===== src/rtl/pcseq_pkg.sv =====
package pcseq_pkg;
    localparam int PC_W    = 7;
    localparam int N_TGT   = 8;
    localparam int SEL_W   = $clog2(N_TGT);
    localparam int PFX_W   = 5;
    localparam int CMD_W   = PFX_W + SEL_W + 1 + PC_W;
    localparam int N_STRB  = N_TGT - 1;
    localparam logic [PFX_W-1:0] PFX_SEQ = 5'b00001;

    typedef logic [PC_W-1:0] pc_t;

    typedef struct packed {
        logic [PFX_W-1:0] pfx;
        logic [SEL_W-1:0] sel;
        logic             is_stop;
        pc_t              val;
    } cmd_t;

    typedef struct packed {
        logic             hit;
        logic [SEL_W-1:0] sel;
        logic             is_stop;
        pc_t              val;
    } wr_t;

    function automatic wr_t decode_cmd(input logic valid, input cmd_t c);
        wr_t w;
        w.hit     = valid && (c.pfx == PFX_SEQ);
        w.sel     = c.sel;
        w.is_stop = c.is_stop;
        w.val     = c.val;
        return w;
    endfunction

    function automatic pc_t pc_step(input pc_t cur, input pc_t lim);
        return (cur == lim) ? '0 : pc_t'(cur + pc_t'(1));
    endfunction
endpackage


===== src/rtl/pcseq_decode.sv =====
module pcseq_decode
    import pcseq_pkg::*;
(
    input  logic             cmd_valid,
    input  logic [CMD_W-1:0] cmd_word,
    output logic             wr_limit,
    output logic [N_TGT-1:0] wr_start,
    output logic [N_TGT-1:0] wr_stop,
    output pc_t              wr_val
);
    wr_t w;

    always_comb begin
        w        = decode_cmd(cmd_valid, cmd_t'(cmd_word));
        wr_val   = w.val;
        wr_limit = w.hit && (w.sel == '0);
        wr_start = '0;
        wr_stop  = '0;
        for (int i = 1; i < N_TGT; i++) begin
            if (w.hit && (w.sel == SEL_W'(i))) begin
                wr_start[i] = !w.is_stop;
                wr_stop[i]  = w.is_stop;
            end
        end
    end
endmodule


===== src/rtl/pcseq_counter.sv =====
module pcseq_counter
    import pcseq_pkg::*;
(
    input  logic clk,
    input  logic rst,
    input  logic run,
    input  logic wr_limit,
    input  pc_t  wr_val,
    output pc_t  pc_q,
    output pc_t  limit_q
);
    always_ff @(posedge clk) begin
        if (rst) begin
            pc_q    <= '0;
            limit_q <= '0;
        end else begin
            if (run)
                pc_q <= pc_step(pc_q, limit_q);
            if (wr_limit)
                limit_q <= wr_val;
        end
    end
endmodule


===== src/rtl/pcseq_strobe_cell.sv =====
module pcseq_strobe_cell
    import pcseq_pkg::*;
(
    input  logic clk,
    input  logic rst,
    input  logic run,
    input  pc_t  pc,
    input  logic wr_start,
    input  logic wr_stop,
    input  pc_t  wr_val,
    output logic strb_q,
    output pc_t  start_q,
    output pc_t  stop_q
);
    logic hit_start, hit_stop;

    always_comb begin
        hit_start = (pc == start_q);
        hit_stop  = (pc == stop_q);
    end

    always_ff @(posedge clk) begin
        if (rst) begin
            strb_q  <= 1'b0;
            start_q <= '0;
            stop_q  <= '0;
        end else begin
            if (run) begin
                if (hit_stop)
                    strb_q <= 1'b0;
                else if (hit_start)
                    strb_q <= 1'b1;
            end
            if (wr_start)
                start_q <= wr_val;
            if (wr_stop)
                stop_q <= wr_val;
        end
    end
endmodule


===== src/rtl/pc_strobe_seq.sv =====
module pc_strobe_seq
    import pcseq_pkg::*;
(
    input  logic              clk,
    input  logic              rst,
    input  logic              run,
    input  logic              cmd_valid,
    input  logic [CMD_W-1:0]  cmd_word,
    output logic [PC_W-1:0]   pc_value,
    output logic [N_STRB-1:0] strobes
);
    logic             wr_limit;
    logic [N_TGT-1:0] wr_start, wr_stop;
    pc_t              wr_val;
    pc_t              pc_q, limit_q;
    logic [N_STRB*PC_W-1:0] start_all, stop_all;

    pcseq_decode u_dec (
        .cmd_valid (cmd_valid),
        .cmd_word  (cmd_word),
        .wr_limit  (wr_limit),
        .wr_start  (wr_start),
        .wr_stop   (wr_stop),
        .wr_val    (wr_val)
    );

    pcseq_counter u_cnt (
        .clk      (clk),
        .rst      (rst),
        .run      (run),
        .wr_limit (wr_limit),
        .wr_val   (wr_val),
        .pc_q     (pc_q),
        .limit_q  (limit_q)
    );

    for (genvar k = 1; k < N_TGT; k++) begin : g_strb
        pc_t s_start, s_stop;
        pcseq_strobe_cell u_cell (
            .clk      (clk),
            .rst      (rst),
            .run      (run),
            .pc       (pc_q),
            .wr_start (wr_start[k]),
            .wr_stop  (wr_stop[k]),
            .wr_val   (wr_val),
            .strb_q   (strobes[k-1]),
            .start_q  (s_start),
            .stop_q   (s_stop)
        );
        assign start_all[(k-1)*PC_W +: PC_W] = s_start;
        assign stop_all[(k-1)*PC_W +: PC_W]  = s_stop;
    end

    assign pc_value = pc_q;
endmodule


===== config.mk =====
export PLATFORM = sky130hd
export DESIGN_NAME = pc_strobe_seq
export DESIGN_NICKNAME = d
export VERILOG_FILES = /design/src/rtl/pcseq_pkg.sv /design/src/rtl/pcseq_decode.sv /design/src/rtl/pcseq_counter.sv /design/src/rtl/pcseq_strobe_cell.sv /design/src/rtl/pc_strobe_seq.sv
export SDC_FILE = /design/constraint.sdc
export NUM_CORES = 1
export LEC_CHECK = 0
export ABC_AREA = 1
export BUFFER_PORTS_ARGS = -buffer_cell sky130_fd_sc_hd__buf_2
export CORE_MARGIN = 2
export CORE_UTILIZATION = 40
export CTS_BUF_LIST = sky130_fd_sc_hd__clkbuf_4
export CTS_CLUSTER_SIZE = 30
export DETAILED_ROUTE_END_ITERATION = 8
export HOLD_SLACK_MARGIN = 0.06
export SYNTH_ARGS = -nofsm -noshare
export SYNTH_HDL_FRONTEND = slang
export SYNTH_SLANG_ARGS = --single-unit

===== constraint.sdc =====
create_clock -name clk -period 1.2 [get_ports clk]
set_input_delay 0.24 -clock clk [delete_from_list [all_inputs] [get_ports clk]]
set_output_delay 0.24 -clock clk [all_outputs]
set_load 0.01 [all_outputs]

==> Yosys cells after proc, flatten, opt, wreduce, memory -nomap -nowiden <==
Cells that the tools add are included.
{ "totals": {"ff_bits": 119, "latch_bits": 0, "ram_bits": 0, "mem_bits_ro": 0, "input_bits": 20, "out_inout_bits": 14, "elab_cells": 101, "mem_count": 0} }
{ "op_classes": {"addsub": 1, "mul": 0, "div": 0, "magnitude_cmp": 0, "n_eq_ne": 23, "n_shift": 0, "n_mux": 29, "bitwise_logic": 0, "reduce_logical": 25} }
{ "ops": {"columns": ["operator", "count"], "rows": [
  ["equality test 7 bit", 15],
  ["2-to-1 mux 1 bit", 28],
  ["AND reduction 2 bit", 7],
  ["nonzero test 2 bit", 7],
  ["equality test 3 bit, second input constant", 4],
  ["logical AND 1 bit", 9],
  ["adder 7 x 1 -> 7 bit, second input constant", 1],
  ["2-to-1 mux 7 bit", 1],
  ["equality test 3 x 2 -> 1 bit, second input constant", 2],
  ["equality test 5 x 1 -> 1 bit, second input constant", 1],
  ["equality test 3 x 1 -> 1 bit, second input constant", 1],
  ["logical NOT 3 bit", 1],
  ["logical NOT 1 bit", 1]
]} }

==> Depth between registers and ports, before layout <==
Gate-level depths: netlist of run 1.
{ "depth": {"ltp_word": 4, "depth_mapped": 11, "mapped_depth_nobuf": 9} }

==> Modules after synthesis <==
From an unflattened synthesis of run 1, not the netlist that was laid out.
{ "hier_totals": {"hier_cells": 1070, "area_unflattened_um2": 6478.7} }
{ "modules_own_cells": {"columns": ["module", "n_inst", "cells_each", "area_each_um2", "seq_area_each_um2"], "rows": [
  ["pcseq_strobe_cell", 7, 130, 780.7, 300.3],
  ["pcseq_counter", 1, 103, 709.4, 280.3],
  ["pcseq_decode", 1, 57, 304.0, 0.0]
]} }

==> Worst setup path after synthesis of run 1 <==
No wires, ideal clock.
{ "synth_timing": {"path_type": "register to register", "startpoint": "register u_cnt.pc_q[4]", "endpoint": "register g_strb[1].u_cell.strb_q", "setup_time_ns": 0.111, "arrival_ns": 1.234, "required_ns": 1.089, "slack_ns": -0.145, "path_stages_with_launch": 10, "synth_period_minus_slack_ns": 1.345, "cell_sequence": "dfxtp_1 -> buf_2 -> buf_1 -> nand2_1 -> nand2_1 -> nand2_1 -> nor2_1 -> nand2_1 -> nand2_1 -> nor2_1"} }
{ "synth_between": {"elab_chain_len": 3, "elab_cells_between_ends": 5, "cone_classes": "eq/ne (2); mux (1); reduce/logical (2)"} }
{ "synth_lines": {"columns": ["element", "line_no", "source"], "rows": [
  ["from (decl)", "pcseq_counter.sv:9", "output pc_t pc_q,"],
  ["from (signal assigned)", "pcseq_counter.sv:18", "pc_q <= pc_step(pc_q, limit_q);"],
  ["equality test 7 bit, on equally long branches", "pcseq_strobe_cell.sv:19, pcseq_strobe_cell.sv:18", null],
  ["nonzero test 2 bit (no line)", null, null],
  ["AND reduction 2 bit (no line)", null, null],
  ["to (signal assigned)", "pcseq_strobe_cell.sv:24", "strb_q <= 1'b0;"],
  ["to (signal assigned)", "pcseq_strobe_cell.sv:30", "strb_q <= 1'b0;"],
  ["to (signal assigned)", "pcseq_strobe_cell.sv:32", "strb_q <= 1'b1;"],
  ["to (decl)", "pcseq_strobe_cell.sv:11", "output logic strb_q,"]
]} }
Parallel ways exist; a longest one is shown, timed or not.
A chain may end at the register's enable or synchronous reset.

==> Final worst setup path of run 1 <==
{ "layout_timing": {"startpoint": "register u_cnt.pc_q[5]", "endpoint": "output port pc_value[5]"} }
{ "layout_rtl": {"columns": ["element", "line_no", "source"], "rows": [
  ["to (decl)", "pc_strobe_seq.sv:9", "output logic [PC_W-1:0] pc_value,"]
]} }
No word-level cell between the ends.

==> metrics, run 1 <==
status=finished with violations; failing checks=setup timing; top cell type's share of synthesized area=34.1%; Arr. time, crit path=1.13 ns; maximum clock frequency=731 MHz; count of clock tree sinks=119; clock root buffer=clkbuf_4; final-report setup violation count=28; Routed WL=22.5 mm; Row Count=48; worst skew pair latency=0.54 ns; mean post-synth cell area=5.81 um2; Psw=2210 uW; Leak Pwr=0.00422 uW; CTS tree=yes; Crit Path Class=reg -> out; dpl hpwl=15.4 mm; Die Area=18500 um2; count of input and output buffers=33; Core Footprint=between 15000 and 20000 um2; CP top delay family=flip-flops; Synth Cell Area=6980 um2; vias in the first global route=6677; final core occ=50.8%; largest net degree at the start of global routing=45; number of nets in the layout=1320; Die Wd=136 um; Critical Path Source=u_cnt.pc_q[5]; largest cells by area after synthesis=dfxtp_1 (34%), nand2_1 (24%), nor2_1 (15%); min-delay src=cmd_word[3]; Internal Power=5880 uW; routed length per instance=14.6 um; switching portion of total power=a little over a quarter; Max IR drop VDD=0.778 mV; initial antenna violation count=1; sequential power share=49.4%; WP buf/inv=2; clk_skew=0.0155 ns; Crit Path Max Fanout=2; first-pass GRT wire length=35.4 mm; reg2reg setup slack=-0.15 ns; fin crit share=114%; Synth top cells by count=nand2_1 (441), nor2_1 (282), inv_1 (130); Fin Setup TNS=-2.27 ns; GRT Residual Overflow=0; All-Layer GR Usage=25.1%; syn_nets=1223; CP peak stage delay=0.36 ns; Area Growth Syn to Fin=25.0%; H-tree depth=4; asr flop ratio synth=0%; top-count cell post-synth=nand2_1; time the worst path needs with I/O delays and setup=1.37 ns; flops & latches, synth=119; DR pass1 iterations=7; Reg clk slew, reported paths=about 0.11 ns; clock network power share=37.2%; Initial Utilization=40.6%; chip height=~140 um; crit-path cells=buf_6 -> buf_6; Hold WC Path Type=in -> reg; register area share after synthesis=34.1%; share of layout cells above drive strength 1=about 18%; final worst slack=-0.167 ns; placer congestion estimate=0.896; Post-Synthesis Cells=1202; routed vias/inst=4.82; Max Root-Sink Buffers=2; MaxCap Viol Count=0; PD cells=926 nW/um2; Slew Limit Fails=0; slowest CP cell=dfxtp_4; Final Hold Fails=0; Slew headroom=64.1%; Slew @ Worst Pin=0.535 ns; Combinational Power Share=~13%; TritonCTS buffer count=17; CP required=0.96 ns; antenna viol nets, final=0; CP Capture Type=output pin; synth unique cells=26; Yosys warning count=0; worst reg2reg path startpoint=u_cnt.pc_q[0]; setup repair after global routing missed its margin=true; cell taking the most area after synthesis=dfxtp_1; CP startpoint kind=register; vias=approximately 7400; Synth Flop Type=dfxtp_1; Post-synth EDFFs=0; Crit path top cell by count=buf_6; Ports=34; initial DRC count=492; Residual DRC=0
==> layout make-up <==
cell class | count | area, um2
clock buffer | 20 | 150
tap | 225 | 282
timing repair buffer | 145 | 1400
multi-input combinational | 873 | 3780
antenna | 1 | 2.50
clock inverter | 12 | 134
inverter | 143 | 564
fill | 1807 | 8450
sequential | 119 | 2420
==> power groups by stage <==
| stage | clock [uW] | sequential (uW) | combinational, uW |
|---|---|---|---|
| after CTS | 3090 | 3990 | 1050 |
| after global routing | 3240 | 4000 | 1180 |
| final | 3000 | 3990 | 1090 |
| after global placement | 0 | 4090 | 972 |
| after detailed placement | 0 | 4090 | 977 |
| after floorplan | 0 | 4090 | 556 |
==> logic make-up (layout without fill, tap and decap cells) <==
logic type	after synthesis	in the layout	synth area share [%]
buf+inv	210	320	12.8
compound gates	22	22	1.58
fa+ha+maj	1	1	0.179
xor+xnor	15	15	1.88
other cells	0	1	0
flops	119	119	34.1
simple gates	835	835	49.4
==> worst register-to-register path: stages, from the launching register on <==
cell,delay [ns]
dfxtp_4,0.37
buf_4,0.16
inv_4,0.05
buf_8,0.14
nand2_1,0.05
o21ai_0,0.09
nor2_1,0.10
nand2_1,0.06
nor2_2,0.13
nor2_1,0.05
nor2_1,0.09
==> routing by layer <==
metal | GRT usage, % | routed length (um) | vias up
li1 | - | - | 3819
met2 | 39.3 | 10000 | 229
met3 | 5.41 | 1540 | 34
met4 | 7.29 | 433 | 0
met1 | 34.7 | 10500 | 3325
met5 | 0 | 0 | -
==> cells in the final DEF (no fill, tap or decap), types with 3 or more instances in the layout <==
cell / instances
a21oi_1: 5
buf_12: 17
buf_2: 19
buf_4: 73
buf_6: 30
buf_8: 4
bufinv_16: 3
clkbuf_4: 20
clkinv_1: 9
clkinv_2: 6
dfxtp_1: 105
dfxtp_2: 7
dfxtp_4: 7
inv_1: 125
inv_2: 4
inv_4: 3
inv_6: 3
nand2_1: 435
nand2_2: 5
nand3_1: 11
nand3_2: 5
nand4_1: 78
nor2_1: 276
nor2_2: 14
nor2_4: 7
o21ai_0: 12
xnor2_1: 11
xor2_1: 3
==> worst paths after layout <==
path	endpoint	cells past startpoint
worst max-delay path	pc_value[5]	2
worst min register to register	g_strb[4].u_cell.strb_q	2
worst min-delay path	g_strb[7].u_cell.start_q[3]	4
worst max register to register	g_strb[6].u_cell.strb_q	10
==> flip-flops by register name, summed over array words and instances (netlist names) <==
register,cells
g_strb.u_cell.start_q,49
u_cnt.pc_q,7
g_strb.u_cell.stop_q,49
u_cnt.limit_q,7
g_strb.u_cell.strb_q,7
==> what timing repair did <==
item	CTS	global route
endpoints found under the setup margin	28	37
hold endpoints to repair	3	0
pin swaps	4	11
resized for setup	46	35
buffers inserted	14	3
hold buffers	2	0
==> stage by stage <==
| stage | power, uW | hold WS (ns) | std cells | worst slack [ns] | area, um2 |
|---|---|---|---|---|---|
| after floorplan | 4650 | 0.309 | 1202 | -0.0242 | 7050 |
| after global placement | 5070 | 0.428 | 1487 | -0.251 | 8030 |
| after detailed placement | 5070 | 0.430 | 1487 | -0.270 | 8030 |
| after CTS | 8140 | 0.0643 | 1534 | -0.192 | 8590 |
| after global routing | 8420 | 0.0837 | 1538 | -0.241 | 8730 |
| final | 8080 | 0.0960 | 1538 | -0.167 | 8730 |
Power figures use the tool's default switching activity.
==> run 2, diff against run 1 <==
- BUFFER_PORTS_ARGS: -buffer_cell sky130_fd_sc_hd__buf_2 -> unset
- DONT_BUFFER_PORTS: unset -> 1
==> metrics, run 2 (synthesis gave the netlist of run 1 again) <==
time the worst path needs with I/O delays and setup=1.43 ns (+0.0641 ns); antenna viol nets, final=0 (unchanged); dpl hpwl=14.8 mm (-3.7%); Total Power=7810 uW (-3.4%); vias in the first global route=6618 (-0.88%); first-pass GRT wire length=36.2 mm (+2.1%); setup repair after global routing missed its margin=true; worst skew pair latency=0.55 ns (about the same); Routed WL=23.3 mm (+3.5%); vias=7378 (-0.39%); PD cells=890 nW/um2 (-3.9%); Leak Pwr=0.00412 uW (-2.3%); status=finished with violations; GRT Residual Overflow=0 (unchanged); clock root buffer=clkbuf_4; Slew headroom=62.9% (-1.2 points); top routing layer used=met4; routed vias/inst=4.88 (+1.4%); Residual DRC=0 (unchanged); Filler cells=1777 (-1.7%); Die Wd=136 um (unchanged); met3 wire len=1.53 mm (-0.26%); share of layout cells above drive strength 1=17.4% (-0.63 points); Arr. time, crit path=1.93 ns (+0.80 ns); TritonCTS buffer count=17 (unchanged); area of the multi-input gates=3910 um2 (+3.5%); Reg-to-Reg End=u_cnt.pc_q[5]; chip height=136 um (unchanged); metal2 WL=10.3 mm (+3.2%); worst reg2reg path startpoint=u_cnt.pc_q[1]; failing checks=setup timing; Reg area=2420 um2 (unchanged); Area Growth Syn to Fin=25.6%; Ports=34 (unchanged); final-report setup violation count=21 (-25%); Max Root-Sink Buffers=2 (unchanged); H-tree depth=4 (unchanged); All-Layer GR Usage=25.8% (+0.67 points); Max IR drop VDD=0.505 mV (-35%); R2R depth=8 (-2); CTS tree=yes; Hold WC Path Type=in -> reg; count of clock tree sinks=119 (unchanged); largest net degree at the start of global routing=57 (+27%); Final Hold Fails=0 (unchanged); Core Footprint=17200 um2 (unchanged); number of nets in the layout=1296 (-1.8%); crit path capture=u_cnt.pc_q[5]; placer congestion estimate=0.850 (-5.2%); CP required=1.70 ns (+0.74 ns); commonest non-fill, non-tap cell in the layout=nand2_1; reg2reg setup slack=-0.13 ns (+0.02 ns); DR pass1 iterations=7 (unchanged); Crit Path Max Fanout=6 (+4); initial antenna violation count=1 (unchanged); Die Area=18500 um2 (unchanged); maximum clock frequency=699 MHz (-4.5%); Fin Setup TNS=-2.52 ns (-0.251 ns); final core occ=51.0% (+0.24 points); most frequent cells in the layout=nand2_1 (422), nor2_1 (266), inv_1 (125); Slew Limit Fails=0 (unchanged); largest registers=g_strb.u_cell.start_q x49, g_strb.u_cell.stop_q x49; Hold Crit Depth=6 (+2); CP startpoint kind=primary input; Crit Path Class=in -> reg; Reg clk slew, reported paths=0.11 ns (about the same); MaxCap Viol Count=0 (unchanged); DRT met1 WL=10.9 mm (+3.9%); final worst slack=-0.231 ns (-0.0641 ns); CP Capture Type=register; fin crit share=119% (+5.3 points); count of input and output buffers=0 (-100%); routed length per instance=15.4 um (+5.4%); clk_skew=0.0194 ns (+0.00390 ns); Row Count=48 (unchanged); Critical Path Source=run; Initial Utilization=40.6% (unchanged); Slew @ Worst Pin=0.554 ns (+0.0198 ns); initial DRC count=651 (+32%)
-- run 2: changes by cell type in the layout (fill, tap and decap cells not counted), sizes merged --
cell,before,now
bufinv,3,2
clkinv,15,13
buf,143,104
dlygate4sd3,2,16
clkinvlp,2,0
clkbuf,20,23
-- run 2: worst min-delay path by stage --
stage / slack [ns] / to / startpoint
2_1_floorplan: 0.31 / g_strb[3].u_cell.stop_q[3] / rst
3_3_place_gp: 0.31 / g_strb[3].u_cell.stop_q[3] / rst
3_5_place_dp: 0.31 / g_strb[3].u_cell.stop_q[3] / rst
4_1_cts: -0.16 / u_cnt.pc_q[0] / run
5_1_grt: 0.06 / g_strb[3].u_cell.stop_q[3] / cmd_word[9]
6_report: 0.003 / g_strb[1].u_cell.strb_q / run
-- run 2: cell type report --
| type | count | share of cell area (%) |
|---|---|---|
| inverter | 143 | 6.62 |
| clock inverter | 7 | 0.928 |
| antenna | 1 | 0.0285 |
| multi-input combinational | 873 | 44.6 |
| tap | 225 | 3.21 |
| timing repair buffer | 121 | 15.2 |
| sequential | 119 | 27.6 |
| clock buffer | 22 | 1.88 |
-- run 2: critical path, cell delays in order --
cell and delay (ns):
dlygate4sd3_1 0.89, nand2_2 0.16, nor3_4 0.30, nand3_2 0.10, nand2_1 0.08, nand2_1 0.06, nor2_2 0.10
-- run 2: power by group --
part | internal (uW) | switching, uW
clock | 1290 | 1510
sequential | 3970 | 38.3
combinational | 379 | 619
-- run 2: stage by stage --
step | hold slack [ns] | area [um2] | setup slack (ns) | instances
floorplan | 0.309 | 7050 | -0.0242 | 1202
finish | 0.00321 | 8770 | -0.231 | 1511
global route | 0.0591 | 8770 | -0.223 | 1511
detailed placement | 0.313 | 7760 | -0.227 | 1445
CTS | -0.157 | 8550 | -0.201 | 1501
global placement | 0.310 | 7760 | -0.183 | 1445
-- run 2: per-layer routing --
metal / up-vias / GRT usage, %
met2: 218 / 39.8
met4: 0 / 8.62
li1: 3788 / -
met3: 40 / 5.48
met5: - / 0
met1: 3332 / 35.7
-- run 2: timing repair --
item,4_1_cts,5_1_grt
hold buffers,16,1
gates cloned,1,1
endpoints found under the setup margin,28,35
setup buffers,10,7
pin swaps,30,32
endpoints found under the hold margin,112,9
resized for setup,77,37
